$ cat src/rtl/spibuf_pkg.sv
package spibuf_pkg;
    localparam int FLAG_W  = 8;
    localparam int BIT_RXC = 7;
    localparam int BIT_TXC = 6;
    localparam int BIT_DRE = 5;
    localparam int BIT_SS  = 4;
    localparam int BIT_OVF = 0;

    typedef enum logic [1:0] {
        TX_IDLE,
        TX_LOADED,
        TX_SHIFT,
        TX_SHIFT_QUEUED
    } tx_state_t;
endpackage

$ cat src/rtl/spibuf_rx_fifo.sv
module spibuf_rx_fifo #(
    parameter int DW    = 8,
    parameter int DEPTH = 2
) (
    input  logic                         clk,
    input  logic                         rst_n,
    input  logic                         push,
    input  logic [DW-1:0]                din,
    input  logic                         pop,
    output logic [DW-1:0]                dout,
    output logic [$clog2(DEPTH+1)-1:0]   count,
    output logic                         full,
    output logic                         empty
);
    localparam int AW = (DEPTH > 1) ? $clog2(DEPTH) : 1;
    localparam int CW = $clog2(DEPTH+1);

    logic [DW-1:0] mem [DEPTH];
    logic [AW-1:0] wr_ptr, rd_ptr;
    logic          do_push, do_pop;

    assign full    = (count == CW'(DEPTH));
    assign empty   = (count == '0);
    assign do_pop  = pop && !empty;
    assign do_push = push && (!full || do_pop);
    assign dout    = empty ? '0 : mem[rd_ptr];

    always_ff @(posedge clk) begin
        if (do_push) mem[wr_ptr] <= din;
    end

    always_ff @(posedge clk) begin
        if (!rst_n) begin
            wr_ptr <= '0;
            rd_ptr <= '0;
            count  <= '0;
        end else begin
            if (do_push) wr_ptr <= (wr_ptr == AW'(DEPTH-1)) ? '0 : wr_ptr + 1'b1;
            if (do_pop)  rd_ptr <= (rd_ptr == AW'(DEPTH-1)) ? '0 : rd_ptr + 1'b1;
            unique case ({do_push, do_pop})
                2'b10:   count <= count + 1'b1;
                2'b01:   count <= count - 1'b1;
                default: count <= count;
            endcase
        end
    end

    AST_FIFO_BOUND: assert property (@(posedge clk) disable iff (!rst_n)
        count <= CW'(DEPTH));
    AST_FULL_KEEPS_HEAD: assert property (@(posedge clk) disable iff (!rst_n)
        (full && push && !pop) |=> (full && $stable(dout)));
endmodule

$ cat src/rtl/spibuf_ss_edge.sv
module spibuf_ss_edge #(
    parameter int STAGES = 2
) (
    input  logic clk,
    input  logic rst_n,
    input  logic pin_n,
    output logic fall
);
    logic [STAGES-1:0] sync_q;
    logic              prev_q;

    generate
        if (STAGES == 1) begin : g_one
            always_ff @(posedge clk) begin
                if (!rst_n) sync_q <= '1;
                else        sync_q <= pin_n;
            end
        end else begin : g_chain
            always_ff @(posedge clk) begin
                if (!rst_n) sync_q <= '1;
                else        sync_q <= {sync_q[STAGES-2:0], pin_n};
            end
        end
    endgenerate

    always_ff @(posedge clk) begin
        if (!rst_n) prev_q <= 1'b1;
        else        prev_q <= sync_q[STAGES-1];
    end

    assign fall = prev_q && !sync_q[STAGES-1];

    AST_EDGE_SINGLE: assert property (@(posedge clk) disable iff (!rst_n)
        fall |=> !fall);
endmodule

$ cat src/rtl/spibuf_flag_unit.sv
module spibuf_flag_unit
    import spibuf_pkg::*;
#(
    parameter int DW        = 8,
    parameter int RX_DEPTH  = 2,
    parameter int SS_STAGES = 2
) (
    input  logic          clk,
    input  logic          rst_n,
    input  logic          data_wr,
    input  logic [DW-1:0] data_wdata,
    input  logic          data_rd,
    output logic [DW-1:0] data_rdata,
    input  logic          flag_wr,
    input  logic [7:0]    flag_wdata,
    output logic [7:0]    flag_rdata,
    input  logic [7:0]    irq_en,
    output logic          irq,
    output logic [DW-1:0] tx_data,
    input  logic          tx_load,
    input  logic          tx_done,
    input  logic          rx_valid,
    input  logic [DW-1:0] rx_byte,
    input  logic          is_master,
    input  logic          ss_n_pin,
    input  logic          ss_disable,
    output logic          force_slave
);
    localparam int RX_CW = $clog2(RX_DEPTH+1);

    tx_state_t         state_q, state_d;
    logic [DW-1:0]     tx_buf_q;
    logic              rxc_q, txc_q, ss_q, ovf_q, ovf_pend_q, irq_q, force_q;
    logic              has_data, dre_flag;
    logic [RX_CW-1:0]  rx_count;
    logic              rx_full, rx_empty, rx_pop;
    logic              ss_fall;
    logic [7:0]        w1c;
    logic              txc_set, ss_set, ovf_evt, ovf_set, rxc_rd_clr;

    spibuf_rx_fifo #(.DW(DW), .DEPTH(RX_DEPTH)) rx_fifo_i (
        .clk(clk), .rst_n(rst_n), .push(rx_valid), .din(rx_byte),
        .pop(data_rd), .dout(data_rdata), .count(rx_count),
        .full(rx_full), .empty(rx_empty)
    );

    spibuf_ss_edge #(.STAGES(SS_STAGES)) ss_edge_i (
        .clk(clk), .rst_n(rst_n), .pin_n(ss_n_pin), .fall(ss_fall)
    );

    // state register
    always_ff @(posedge clk) begin
        if (!rst_n) state_q <= TX_IDLE;
        else        state_q <= state_d;
    end

    // next state
    always_comb begin
        state_d = state_q;
        unique case (state_q)
            TX_IDLE:
                if (data_wr) state_d = TX_LOADED;
            TX_LOADED:
                if (tx_load) state_d = data_wr ? TX_SHIFT_QUEUED : TX_SHIFT;
            TX_SHIFT:
                if (tx_done)      state_d = data_wr ? TX_LOADED : TX_IDLE;
                else if (data_wr) state_d = TX_SHIFT_QUEUED;
            TX_SHIFT_QUEUED:
                if (tx_done && tx_load) state_d = data_wr ? TX_SHIFT_QUEUED : TX_SHIFT;
                else if (tx_done)       state_d = TX_LOADED;
            default: state_d = TX_IDLE;
        endcase
    end

    // outputs and flag events
    always_comb begin
        has_data   = (state_q == TX_LOADED) || (state_q == TX_SHIFT_QUEUED);
        dre_flag   = !has_data;
        w1c        = flag_wr ? flag_wdata : 8'h00;
        rx_pop     = data_rd && !rx_empty;
        txc_set    = (state_q == TX_SHIFT) && tx_done && !data_wr;
        ss_set     = ss_fall && is_master && !ss_disable;
        ovf_evt    = rx_valid && rx_full && !rx_pop;
        ovf_set    = (ovf_evt && has_data) || (ovf_pend_q && tx_load);
        rxc_rd_clr = rx_pop && (rx_count == RX_CW'(1));
        flag_rdata          = 8'h00;
        flag_rdata[BIT_RXC] = rxc_q;
        flag_rdata[BIT_TXC] = txc_q;
        flag_rdata[BIT_DRE] = dre_flag;
        flag_rdata[BIT_SS]  = ss_q;
        flag_rdata[BIT_OVF] = ovf_q;
        tx_data     = tx_buf_q;
        irq         = irq_q;
        force_slave = force_q;
    end

    always_ff @(posedge clk) begin
        if (!rst_n) tx_buf_q <= '0;
        else if (data_wr) tx_buf_q <= data_wdata;
    end

    always_ff @(posedge clk) begin
        if (!rst_n) begin
            rxc_q      <= 1'b0;
            txc_q      <= 1'b0;
            ss_q       <= 1'b0;
            ovf_q      <= 1'b0;
            ovf_pend_q <= 1'b0;
            irq_q      <= 1'b0;
            force_q    <= 1'b0;
        end else begin
            if (rx_valid)                        rxc_q <= 1'b1;
            else if (w1c[BIT_RXC] || rxc_rd_clr) rxc_q <= 1'b0;

            if (txc_set)           txc_q <= 1'b1;
            else if (w1c[BIT_TXC]) txc_q <= 1'b0;

            if (ss_set)           ss_q <= 1'b1;
            else if (w1c[BIT_SS]) ss_q <= 1'b0;

            if (ovf_set)                      ovf_q <= 1'b1;
            else if (w1c[BIT_OVF] || data_rd) ovf_q <= 1'b0;

            if (ovf_evt && !has_data)       ovf_pend_q <= 1'b1;
            else if (ovf_pend_q && tx_load) ovf_pend_q <= 1'b0;

            irq_q   <= |(flag_rdata & irq_en);
            force_q <= ss_set;
        end
    end

    AST_WRITE_CLEARS_DRE: assert property (@(posedge clk) disable iff (!rst_n)
        data_wr |=> !flag_rdata[BIT_DRE]);
    AST_TXC_ONLY_WHEN_EMPTY: assert property (@(posedge clk) disable iff (!rst_n)
        $rose(txc_q) |-> dre_flag);
    AST_OVF_CLEARED_BY_READ: assert property (@(posedge clk) disable iff (!rst_n)
        (data_rd && !ovf_set) |=> !ovf_q);
    AST_SS_BLOCKED: assert property (@(posedge clk) disable iff (!rst_n)
        ss_disable |=> !$rose(ss_q));
    AST_FORCE_PULSE: assert property (@(posedge clk) disable iff (!rst_n)
        force_slave |=> !force_slave);
    AST_IRQ_QUIET: assert property (@(posedge clk) disable iff (!rst_n)
        ((flag_rdata & irq_en) == 8'h00) |=> !irq);
    AST_UNUSED_ZERO: assert property (@(posedge clk) disable iff (!rst_n)
        flag_rdata[3:1] == 3'b000);
endmodule

$ cat config.mk
export PLATFORM = sky130hd
export DESIGN_NAME = spibuf_flag_unit
export DESIGN_NICKNAME = d
export VERILOG_FILES = /design/src/rtl/spibuf_pkg.sv /design/src/rtl/spibuf_rx_fifo.sv /design/src/rtl/spibuf_ss_edge.sv /design/src/rtl/spibuf_flag_unit.sv
export SDC_FILE = /design/constraint.sdc
export NUM_CORES = 1
export LEC_CHECK = 0
export ABC_AREA = 1
export ABC_CLOCK_PERIOD_IN_PS = 3200
export BUFFER_PORTS_ARGS = -buffer_cell sky130_fd_sc_hd__buf_2
export CORE_ASPECT_RATIO = 0.6
export CORE_MARGIN = 2
export CORE_UTILIZATION = 25
export CTS_CLUSTER_DIAMETER = 80
export DETAILED_ROUTE_END_ITERATION = 8
export PLACE_DENSITY = 0.49
export SLEW_MARGIN = 20
export SYNTH_ARGS = -nofsm -noshare
export SYNTH_HDL_FRONTEND = slang
export SYNTH_SLANG_ARGS = --single-unit
export TNS_END_PERCENT = 30
$ cat constraint.sdc
create_clock -name clk -period 3.2 [get_ports clk]
set_input_delay 0.16 -clock clk [delete_from_list [all_inputs] [get_ports clk]]
set_output_delay 0.16 -clock clk [all_outputs]
set_load 0.02 [all_outputs]
======== Word level (Yosys, flattened, before mapping) ========
Memory sizes are Yosys's and may differ from the RTL's. A register that Yosys moved wholly into a read port is not among the register bits.
Index checks and enable logic that the tools add are counted.
storage, ports and cells
  register bits ........................... 24
  RAM bits ................................ 16
  word-level logic and storage cells ...... 95
  output and inout port bits .............. 26
  memories ................................ 1
operators by class
  eq/ne operators ......................... 11
  bitwise operators ....................... 1
  add/sub/neg operators ................... 4
  reduce and logical (&&, ||, !) cells .... 36
  multiplexer cells ....................... 28
memory list
  name           words  bits a word  rd ports  clocked after memory_dff  write ports  line                  source
  rx_fifo_i.mem  2      8            1         1                         1            spibuf_rx_fifo.sv:18  logic [DW-1:0] mem [DEPTH];
operators by type and width
  cell                 count
  $mux 1               18
  $mux 8               2
  $logic_and 1x1->1    14
  $mux 2               6
  $reduce_bool 2->1    6
  $and 8x8->8          1
  $eq 2x2->1 const B   4
  $pmux 2 s4           1
  $reduce_or 8->1      1
  $logic_not 1->1      7
  $eq 2x1->1 const B   3
  $ne 3x3->1 const B   2
  $logic_or 1x1->1     5
  $logic_not 2->1      2
  $ne 2x2->1 const B   2
  $pmux 2 s2           1
  $reduce_and 4->1     1
  $add 1x1->1 const B  2
  $add 2x1->2 const B  1
  $sub 2x1->2 const B  1

======== Longest topological paths before layout ========
Gate-level depths: netlist (run 1).
  word-level depth ........................ 8
  mapped depth ............................ 8
  mapped depth without buffers ............ 8

======== Cells and area by module ========
A second synthesis (run 1) with hierarchy kept.
unflattened totals
  cell total of the unflattened synthesis .. 208
  area, all modules ....................... 1798.0 um^2
modules (own cells, without submodules)
  module            sequential area each (um^2)  area each (um^2)  cells each  times used
  spibuf_rx_fifo    580.6                        890.9             81          1
  spibuf_flag_unit  340.3                        817.0             116         1
  spibuf_ss_edge    60.1                         90.1              11          1

======== Worst setup path before layout (run 1) ========
OpenSTA, ideal clock, no wires.
  path kind ............................... register -> register
  start ................................... register rx_fifo_i.count[0]
  end ..................................... memory rx_fifo_i.mem[0][0], enable pin
  arrival time ............................ 1.352 ns
  required time ........................... 2.830 ns
  stages on the path, launching flop included .. 8
  buffers on the path ..................... 0
  period minus slack after synthesis ...... 1.722 ns
  setup slack ............................. 1.478 ns
  cell sequence ........................... dfxtp_1 inv_1 ha_1 inv_2 nand2_4 a21oi_4 inv_1 nor2_1
on the way
  cells in the longest elaborated chain, start to end .. 7
  elaborated cells between the ends (all ways) .. 9
  classes of those cells .................. 1 x eq/ne; 2 x mux; 6 x reduce/logical
RTL lines
  element                         line                  source
  start, declared                 spibuf_rx_fifo.sv:11  output logic [$clog2(DEPTH+1)-1:0] count,
  start signal, assigned          spibuf_rx_fifo.sv:41  2'b10: count <= count + 1'b1;
  start signal, assigned          spibuf_rx_fifo.sv:42  2'b01: count <= count - 1'b1;
  start signal, assigned          spibuf_rx_fifo.sv:43  default: count <= count;
  $logic_not 2->1                 spibuf_rx_fifo.sv:23  assign empty = (count == '0);
  $logic_not 1->1                 spibuf_rx_fifo.sv:24  assign do_pop = pop && !empty;
  $logic_and 1x1->1               spibuf_rx_fifo.sv:24
  $logic_or 1x1->1 *              spibuf_rx_fifo.sv:25  assign do_push = push && (!full || do_pop);
  $logic_and 1x1->1 *             spibuf_rx_fifo.sv:25
  $mux 1 *                        spibuf_rx_fifo.sv:29  if (do_push) mem[wr_ptr] <= din;
  $mux 1 (implied by the code) *  spibuf_rx_fifo.sv:29
  end, declared                   spibuf_rx_fifo.sv:18
Every way passes the cells marked *; elsewhere a longest branch is shown, timed or not.

======== Worst setup path after layout (run 1) ========
  start ................................... register rx_fifo_i.count[0]
  end ..................................... memory rx_fifo_i.mem[0][7], enable pin
Same word-level chain as after synthesis.

==> impl_metrics.py, run 1 <==
metrics = {
    "setup_path": {
        "worstSetupPathType": "register to register",
        "worstPathRequired_ns": 3.11,
        "start_kind": "register",
        "cp_max_fo": 9,
        "slowest_stage": "nor2_1",
        "reg2reg_to": "rx_fifo_i.mem[0][7]$_DFFE_PP_",
        "r2r_start": "rx_fifo_i.count[0]$_SDFFE_PN0P_",
        "reg2reg_depth": 7,
        "cpPeakStageDelay_ns": 0.52,
        "reg2reg_setup_slack_ns": 1.21,
        "worstSetupEndpointType": "register",
        "critPathArrivalTime_ns": 1.90,
        "startpoint": "rx_fifo_i.count[0]$_SDFFE_PN0P_",
        "crit_path_end": "rx_fifo_i.mem[0][7]$_DFFE_PP_",
        "worstPathCellList": "inv_1 -> ha_1 -> inv_2 -> nand2_4 -> a21oi_4 -> inv_1 -> nor2_1",
        "critical_path.most_common_cell": "inv_1",
    },
    "global_route": {
        "grt_util_met3": 0.0411,
        "gr-usage-met2": 0.145,
        "grt_pass1_vias": 1372,
        "overflow": 0,
        "grt_max_degree": 15,
        "grt_use_total": 0.107,
        "met1_usage": 0.151,
        "grt_first_pass_wirelength_um": 6550,
        "grt_antenna_before_repair": 0,
        "top_usage_layer": "met1",
    },
    "routing": {
        "viasPerCell": 4.15,
        "first_pass_iters": 6,
        "drt_iter0_drc": 47,
        "ant_nets": 0,
        "routedWlPerCell_um": 11.3,
        "remaining_drc_errors": 5,
        "routed_wl_um": 3890,
        "via_count": 1432,
    },
    "job": {
        "drv_cap": 0,
    },
    "yosys": {
        "synthArstFlopShare": 0,
        "synthDistinctLibCells": 28,
        "ys_ff_latch": 41,
        "synth_cells": 202,
        "syn_area_per_cell_um2": 8.85,
        "synth_top_cell_by_area": "dfxtp_1",
        "synth-main-ff-cell": "dfxtp_1",
        "synth_top_area_frac": 0.280,
        "ys.warnings.count": 0,
        "synth_edf_count": 16,
        "yosysSeqAreaShare": 0.549,
        "ys_top_cells_by_area": "dfxtp_1, edfxtp_1, nor2_1",
        "synth_area_um2": 1790,
    },
    "floorplan": {
        "die_area_um2": 7860,
        "row_count": 23,
        "coreArea_um2": 6790,
        "die_h_um": 69.5,
        "io_pins": 69,
        "start_util": 0.263,
        "die_w_um": 113,
    },
    "outcome": {
        "outcome": "finished, violations left",
        "violations": "DRC",
    },
    "clock_network": {
        "cts_hold_buf": 0,
        "clock_sinks": 41,
        "cts_setup_buffers": 0,
        "cts-root-buf": "clkbuf_16",
        "clkTransAtPathRegs_ns": 0.06,
        "cts_tree": "yes",
        "clock_latency_ns": 0.28,
        "cts_buffers": 5,
        "cts_buffer_depth": 2,
        "cts_max_level": 2,
        "cts_resized": 0,
    },
    "finish": {
        "area_delta_synth_final_pct": 26.3,
        "drive_above_1_share": 0.310,
        "fin_nets": 303,
        "antennaDiodeCount": 0,
        "fill_cells": 724,
    },
    "hold_path": {
        "hold_class": "input port to register",
    },
    "timing": {
        "worstMarginPinSlew_ns": 0.677,
        "period_minus_slack_ns": 1.99,
        "setup_violations": 0,
        "fmax_mhz": 502,
        "fin_crit_sh": 0.623,
        "fin_ws_ns": 1.21,
        "maxSlewHeadroom": 0.547,
        "final_hold_viol_count": 0,
        "maxSlewViolCount": 0,
        "tns_ns": 0,
        "finClkSkew_ns": 0.00614,
        "rsz0062_at_grt": "no",
    },
    "power": {
        "power_density_nw_per_um2": 714,
        "cellLeakagePower_nw": 1.05,
        "ir_drop_mv": 0.232,
        "p_total_w": 0.00161,
    },
    "placed_design": {
        "place_congestion": 0.790,
        "io_buffers": 58,
        "post-place-ws_ns": 1.15,
        "hpwl_um": 2990,
    },
}
area by class of cell:
| class | count | area (um2) | area share |
|---|---|---|---|
| Clock inverter | 2 | 33.8 | 0.0150 |
| Tap cell | 87 | 109 | 0.0483 |
| Timing Repair Buffer | 58 | 290 | 0.129 |
| Inverter | 19 | 71.3 | 0.0316 |
| Clock buffer | 6 | 129 | 0.0571 |
| Sequential cell | 41 | 981 | 0.435 |
| Multi-Input combinational cell | 132 | 642 | 0.285 |
worst max-delay path, delay by kind of cell, from the launching register on:
kind / cells / cell delay (ns)
AND/OR/NAND/NOR: 2 / 0.63
flip-flops: 1 / 0.33
buffers and inverters: 3 / 0.28
adder cells (fa/ha/maj): 1 / 0.23
AO/OA/AOI/OAI: 1 / 0.15
Yosys cell counts, types with 2 or more instances:
cell type / n
nand3_1: 7
ha_1: 3
dfxtp_1: 25
nor2_2: 4
nand2_1: 31
inv_1: 15
o21ai_0: 19
nand4_1: 4
a21oi_1: 6
inv_2: 4
nor2_1: 44
edfxtp_1: 16
or2_2: 2
buf_4: 8
metrics by stage:
stage	cells	util	hold slack (ns)	area, um2
floorplan	204	-	0.259	1790
global placement	337	0.308	0.348	2090
detailed placement	337	0.308	0.353	2090
CTS	345	0.332	0.0553	2260
global route	345	0.332	0.0566	2260
finish	345	0.332	0.0616	2260
cells by family after synthesis:
group | Yosys count | share of synthesized area
AND/OR/NAND/NOR | 95 | 0.232
buffers and inverters | 31 | 0.0959
other | 1 | 0.00210
flip-flops | 41 | 0.549
AO/OA/AOI/OAI | 30 | 0.0952
XOR/XNOR | 1 | 0.00490
adder cells (fa/ha/maj) | 3 | 0.0210
registers in the layout, summed over array words and instances (netlist names), 2 cells and up, named ones only:
register / flops
tx_data: 8
rx_fifo_i.count: 2
ss_edge_i.sync_q: 2
rx_fifo_i.mem: 16
state_q: 2
where the power goes:
| group | internal (W) | switching [W] | leakage [nW] |
|---|---|---|---|
| combinational | 0.000137 | 0.000272 | 0.617 |
| sequential | 0.000612 | 0.0000346 | 0.356 |
| clock | 0.000365 | 0.000190 | 0.0785 |
| total | 0.00111 | 0.000497 | 1.05 |
per-layer routing:
layer	up-vias	wire [um]	part of all wire
met5	-	0	0
li1	749	-	-
met4	0	51	0.013
met3	5	260	0.067
met2	39	1450	0.37
met1	639	2130	0.55
placed cells by master, fill, tap and decap left out, types with 5 or more instances in the layout:
cell	n
a21oi_1	6
buf_2	58
clkbuf_16	5
dfxtp_1	25
edfxtp_1	16
inv_1	15
nand2_1	31
nand3_1	7
nor2_1	44
o21ai_0	19
worst min path at each step:
stage / from / endpoint / slack [ns] / depth (start not counted)
after floorplan: rx_byte[0] / rx_fifo_i.mem[0][0]$_DFFE_PP_ / 0.26 / 0
after global routing: rx_byte[5] / rx_fifo_i.mem[0][5]$_DFFE_PP_ / 0.06 / 1
after global placement: ss_n_pin / ss_edge_i.sync_q[0]$_SDFF_PN1_ / 0.35 / 2
after CTS: ss_n_pin / ss_edge_i.sync_q[0]$_SDFF_PN1_ / 0.06 / 2
after detailed placement: ss_n_pin / ss_edge_i.sync_q[0]$_SDFF_PN1_ / 0.35 / 2
final: ss_n_pin / ss_edge_i.sync_q[0]$_SDFF_PN1_ / 0.06 / 2
(Power assumes the default switching activity.)
==> run 2: changes to the inputs <==
Settings changed: ABC_CLOCK_PERIOD_IN_PS 3200 to 1600, PLACE_DENSITY 0.49 to 0.5.
Clock period 3.2 ns to 1.6 ns, I/O delays scaled along.
==> run 2 against run 1 <==
Against the previous run: the run still ends with DRC left; clock power is 100% higher; wire length rose by 2.2%; utilization is 2.8 points higher; sequential share of layout area down 3.3 points; critical path depth unchanged; via count rose by 3.1%; hold slack worse by 0.044 ns; first-iteration DRC count grew 36%; setup slack lost 1.1 ns; register-to-register slack worse by 1.1 ns; highest routed layer unchanged; critical endpoint is now data_rdata[5]; clock skew down 0.0018 ns.
==> impl_metrics.py, run 2 (same netlist as run 1, synthesis figures left out) <==
metrics = {
    "clock_network": {
        "clock_sinks": 41,
        "cts_buffer_depth": 2,
        "clock_latency_ns": 0.28,
        "cts-root-buf": "clkbuf_16",
        "cts_buffers": 5,
        "clkTransAtPathRegs_ns": 0.06,
        "cts_tree": "yes",
        "cts_max_level": 2,
    },
    "outcome": {
        "violations": "DRC",
        "outcome": "finished, violations left",
    },
    "routing": {
        "met3_length_um": 276,
        "route.met2.wl_um": 1540,
        "routedWlPerCell_um": 11.1,
        "drt_iter0_drc": 64,
        "via_count": 1477,
        "viasPerCell": 4.11,
        "first_pass_iters": 8,
        "remaining_drc_errors": 5,
        "routed_wl_um": 3970,
        "top_layer": "met4",
        "ant_nets": 0,
        "wl_met1_um": 2140,
    },
    "power": {
        "ir_drop_mv": 0.434,
        "power_density_nw_per_um2": 1400,
        "cellLeakagePower_nw": 1.12,
    },
    "timing": {
        "fmax_mhz": 678,
        "setup_violations": 0,
        "period_minus_slack_ns": 1.47,
        "tns_ns": 0,
        "maxSlewViolCount": 0,
        "whs_ns": 0.0176,
        "final_hold_viol_count": 0,
        "finClkSkew_ns": 0.00429,
        "fin_crit_sh": 0.922,
    },
    "floorplan": {
        "die_h_um": 69.5,
        "die_w_um": 113,
        "io_pins": 69,
        "coreArea_um2": 6790,
        "row_count": 23,
        "die_area_um2": 7860,
        "start_util": 0.263,
    },
    "finish": {
        "largest_reg_flops": 16,
        "layout_common_cells": "buf_2, nor2_1, nand2_1",
        "fin_util": 0.360,
        "drive_above_1_share": 0.335,
        "antennaDiodeCount": 0,
        "final_area_um2": 2450,
        "fin_nets": 317,
        "largest_register": "rx_fifo_i.mem",
        "area_delta_synth_final_pct": 36.9,
        "final_common_cell": "buf_2",
    },
    "global_route": {
        "grt_pass1_vias": 1319,
        "grt_antenna_before_repair": 0,
        "grt_max_degree": 15,
        "grt_first_pass_wirelength_um": 6220,
        "overflow": 0,
        "grt_use_total": 0.103,
    },
    "setup_path": {
        "worstSetupEndpointType": "primary output",
        "worstSetupPathType": "register to primary output",
        "cp_max_fo": 8,
        "worstPathRequired_ns": 1.52,
        "critPathArrivalTime_ns": 1.39,
        "reg2reg_depth": 6,
        "start_kind": "register",
    },
    "hold_path": {
        "min_path_cells": 3,
        "hold_class": "input port to register",
    },
    "placed_design": {
        "hpwl_um": 3040,
        "io_buffers": 58,
        "place_congestion": 0.746,
        "place_area_um2": 2150,
    },
    "job": {
        "drv_cap": 0,
    },
}
[run 2: metrics by stage]
| step | power (W) | setup WS (ns) | cells |
|---|---|---|---|
| 3_5_place_dp | 0.00222 | 0.0741 | 341 |
| 3_3_place_gp | 0.00221 | 0.0999 | 341 |
| 4_1_cts | 0.00340 | 0.0233 | 358 |
| 5_1_grt | 0.00363 | -0.00976 | 359 |
| 2_1_floorplan | 0.00190 | 0.0235 | 204 |
| 6_report | 0.00342 | 0.125 | 359 |
[run 2: final cells by class]
| class | count | area [um2] |
|---|---|---|
| clock buffer | 5 | 125 |
| clock inverter | 3 | 41.3 |
| fill | 700 | 4350 |
| inverter | 19 | 71.3 |
| multi-input combinational | 132 | 657 |
| sequential | 41 | 983 |
| tap | 87 | 109 |
| timing repair buffer | 72 | 459 |
[run 2: worst paths after layout]
kind / to / from / slack [ns]
hold / removal: tx_data[4]$_SDFFE_PN0P_ / data_wdata[4] / 0.02
setup reg to reg: rx_fifo_i.mem[0][2]$_DFFE_PP_ / rx_fifo_i.count[0]$_SDFFE_PN0P_ / 0.14
hold reg to reg: ss_edge_i.sync_q[1]$_SDFF_PN1_ / ss_edge_i.sync_q[0]$_SDFF_PN1_ / 0.41
setup / recovery: data_rdata[5] / rx_fifo_i.count[1]$_SDFFE_PN0P_ / 0.13
[run 2: layer usage]
layer  vias up  track usage
li1        777            -
met5         -            0
met3         2       0.0411
met2        38        0.139
met4         0       0.0244
met1       660        0.151
[run 2: power breakdown]
part	switching (W)	leakage [nW]	total [W]	internal [W]
logic	0.000581	0.687	0.000994	0.000414
clock network	0.000397	0.0775	0.00113	0.000730
registers	0.0000712	0.357	0.00130	0.00123
[run 2: what timing repair did]
action                                  in CTS  in global routing
endpoints found under the setup margin       6                 16
gates cloned                                 0                  0
hold buffers                                 9                  0
pin swaps                                    0                  2
gates resized for setup                      4                  9
setup buffers                                0                  1
endpoints found under the hold margin       17                  0
[run 2: worst max-delay path: stages (launching register included)]
cell     delay (ns)
dfxtp_2        0.33
inv_1          0.07
ha_4           0.17
inv_2          0.07
buf_6          0.12
o21ai_0        0.08
nor2_1         0.12
buf_4          0.15
==> run 3: changes to the inputs <==
Settings changed: PLACE_DENSITY 0.5 to default, PLACE_DENSITY_LB_ADDON from default to 0.12.
==> run 3 against run 2 <==
Against the previous run: total power decreased by 5.5%; utilization decreased by 0.53 points; first-iteration DRC count decreased by 41%; via count decreased by 2.4%; non-clock buffer count unchanged; critical path type unchanged; the run still ends with DRC left; clock-buffer cell count increased by 2; combinational power decreased by 2%; clock power decreased by 16%.
==> impl_metrics.py, run 3 (same netlist as run 1, synthesis figures left out) <==
metrics = {
    "floorplan": {
        "die_w_um": 113,
        "coreArea_um2": 6790,
        "die_h_um": 69.5,
        "die_area_um2": 7860,
        "io_pins": 69,
        "row_count": 23,
        "start_util": 0.263,
    },
    "clock_network": {
        "cts_buffers": 5,
        "clkTransAtPathRegs_ns": 0.06,
        "cts_buffer_depth": 2,
        "clock_sinks": 41,
        "cts-root-buf": "clkbuf_16",
        "cts_max_level": 2,
        "clock_latency_ns": 0.28,
        "cts_tree": "yes",
    },
    "power": {
        "cellLeakagePower_nw": 1.11,
        "power.switching_w": 0.00103,
        "power.internal_w": 0.00220,
        "share_comb_of_total_power": 0.302,
        "ir_drop_mv": 0.389,
        "pwr-share-seq": 0.403,
        "power_density_nw_per_um2": 1340,
        "p_clk_frac": 0.295,
        "swShare": 0.319,
    },
    "setup_path": {
        "crit_family": "buffers and inverters",
        "path_buf_inv": 4,
        "reg2reg_setup_slack_ns": 0.15,
        "cpPeakStageDelay_ns": 0.33,
        "worstPathRequired_ns": 1.52,
        "slowest_stage": "dfxtp_2",
        "worstSetupEndpointType": "primary output",
        "r2r_start": "rx_fifo_i.count[0]$_SDFFE_PN0P_",
        "worstPathCellList": "inv_2 -> ha_4 -> inv_2 -> buf_6 -> o21ai_0 -> nor2_1 -> buf_2",
        "critical_path.most_common_cell": "inv_2",
        "reg2reg_depth": 6,
        "worstSetupPathType": "register to primary output",
        "critPathArrivalTime_ns": 1.38,
        "cp_max_fo": 8,
        "start_kind": "register",
        "reg2reg_to": "rx_fifo_i.mem[0][2]$_DFFE_PP_",
    },
    "timing": {
        "fin_ws_ns": 0.140,
        "maxSlewViolCount": 0,
        "tns_ns": 0,
        "fmax_mhz": 685,
        "final_hold_viol_count": 0,
        "finClkSkew_ns": 0.00672,
        "rsz0062_at_grt": "no",
        "setup_violations": 0,
        "period_minus_slack_ns": 1.46,
        "fin_crit_sh": 0.913,
    },
    "global_route": {
        "grt_max_degree": 15,
        "grt_pass1_vias": 1351,
        "grt_use_total": 0.110,
        "overflow": 0,
        "grt_antenna_before_repair": 0,
        "grt_first_pass_wirelength_um": 6620,
    },
    "finish": {
        "ff_latch_area_um2": 983,
        "fin_nets": 317,
        "fill_cells": 723,
        "drive_above_1_share": 0.335,
        "layout_common_cells": "buf_2, nor2_1, nand2_1",
        "final_common_cell": "buf_2",
        "largest_reg_flops": 16,
        "largest_register": "rx_fifo_i.mem",
        "antennaDiodeCount": 0,
        "area_delta_synth_final_pct": 34.9,
        "multiInputGateArea_um2": 657,
    },
    "routing": {
        "viasPerCell": 4.02,
        "drt_iter0_drc": 38,
        "routedWlPerCell_um": 11.3,
        "ant_nets": 0,
        "remaining_drc_errors": 4,
        "first_pass_iters": 6,
        "via_count": 1442,
        "routed_wl_um": 4070,
    },
    "placed_design": {
        "hpwl_um": 3010,
        "io_buffers": 58,
        "post-place-ws_ns": 0.0798,
        "place_congestion": 0.743,
    },
    "outcome": {
        "outcome": "finished, violations left",
        "violations": "DRC",
    },
    "hold_path": {
        "min_path_cells": 3,
        "hold_class": "input port to register",
        "hold_start": "data_wdata[7]",
        "min_to": "tx_data[7]$_SDFFE_PN0P_",
    },
    "job": {
        "drv_cap": 0,
    },
}
## run 3: per-layer routing
| metal | track usage | share of wire |
|---|---|---|
| met5 | 0 | 0 |
| met4 | 0.0407 | 0.015 |
| met3 | 0.0323 | 0.059 |
| met2 | 0.150 | 0.38 |
| met1 | 0.162 | 0.54 |
## run 3: final cells by class
class / count / share of cell area
clock inverters: 1 / 0.00208
inverters: 19 / 0.0296
repair buffers: 72 / 0.187
well taps: 87 / 0.0452
clock buffers: 7 / 0.0550
multi-input cells: 132 / 0.273
flip-flops and latches: 41 / 0.408
## run 3: stage by stage
stage / hold WS, ns / utilization / instance area [um2] / power (W) / std cells
floorplan: 0.179 / - / 1800 / 0.00190 / 204
global placement: 0.274 / 0.317 / 2150 / 0.00222 / 341
detailed placement: 0.270 / 0.317 / 2150 / 0.00222 / 341
CTS: 0.00474 / 0.349 / 2370 / 0.00322 / 357
global route: 0.0333 / 0.355 / 2410 / 0.00346 / 359
finish: 0.0217 / 0.355 / 2410 / 0.00323 / 359
## run 3: worst max path at each step
stage	endpoint	start	cells after the start
2_1_floorplan	rx_fifo_i.mem[0][0]$_DFFE_PP_	rx_fifo_i.count[0]$_SDFFE_PN0P_	7
6_report	data_rdata[6]	rx_fifo_i.count[0]$_SDFFE_PN0P_	7
3_5_place_dp	rx_fifo_i.mem[0][4]$_DFFE_PP_	rx_fifo_i.count[0]$_SDFFE_PN0P_	8
5_1_grt	data_rdata[2]	register	4
3_3_place_gp	rx_fifo_i.mem[0][4]$_DFFE_PP_	rx_fifo_i.count[0]$_SDFFE_PN0P_	8
4_1_cts	data_rdata[0]	rx_fifo_i.count[0]$_SDFFE_PN0P_	7
## run 3: repair_timing
item                                    in CTS  in global routing
gates resized for setup                      2                  8
buffers inserted                             0                  1
cloned                                       0                  0
pin swaps                                    0                  1
hold buffers                                 8                  1
endpoints found under the setup margin       8                  8
endpoints found under the hold margin       15                  2
## run 3: power by group through the flow
stage          Clock (W)  Sequential, W  Combinational [W]
2_1_floorplan          0        0.00132           0.000587
3_3_place_gp           0        0.00131           0.000910
3_5_place_dp           0        0.00132           0.000908
4_1_cts         0.000991        0.00129           0.000938
5_1_grt          0.00105        0.00132            0.00109
6_report        0.000954        0.00130           0.000976
## run 3: worst register-to-register path: stages (launching register included)
cell	delay (ns)
dfxtp_2	0.33
inv_2	0.06
ha_1	0.27
a21oi_4	0.18
inv_1	0.06
nor2_2	0.12
buf_12	0.14
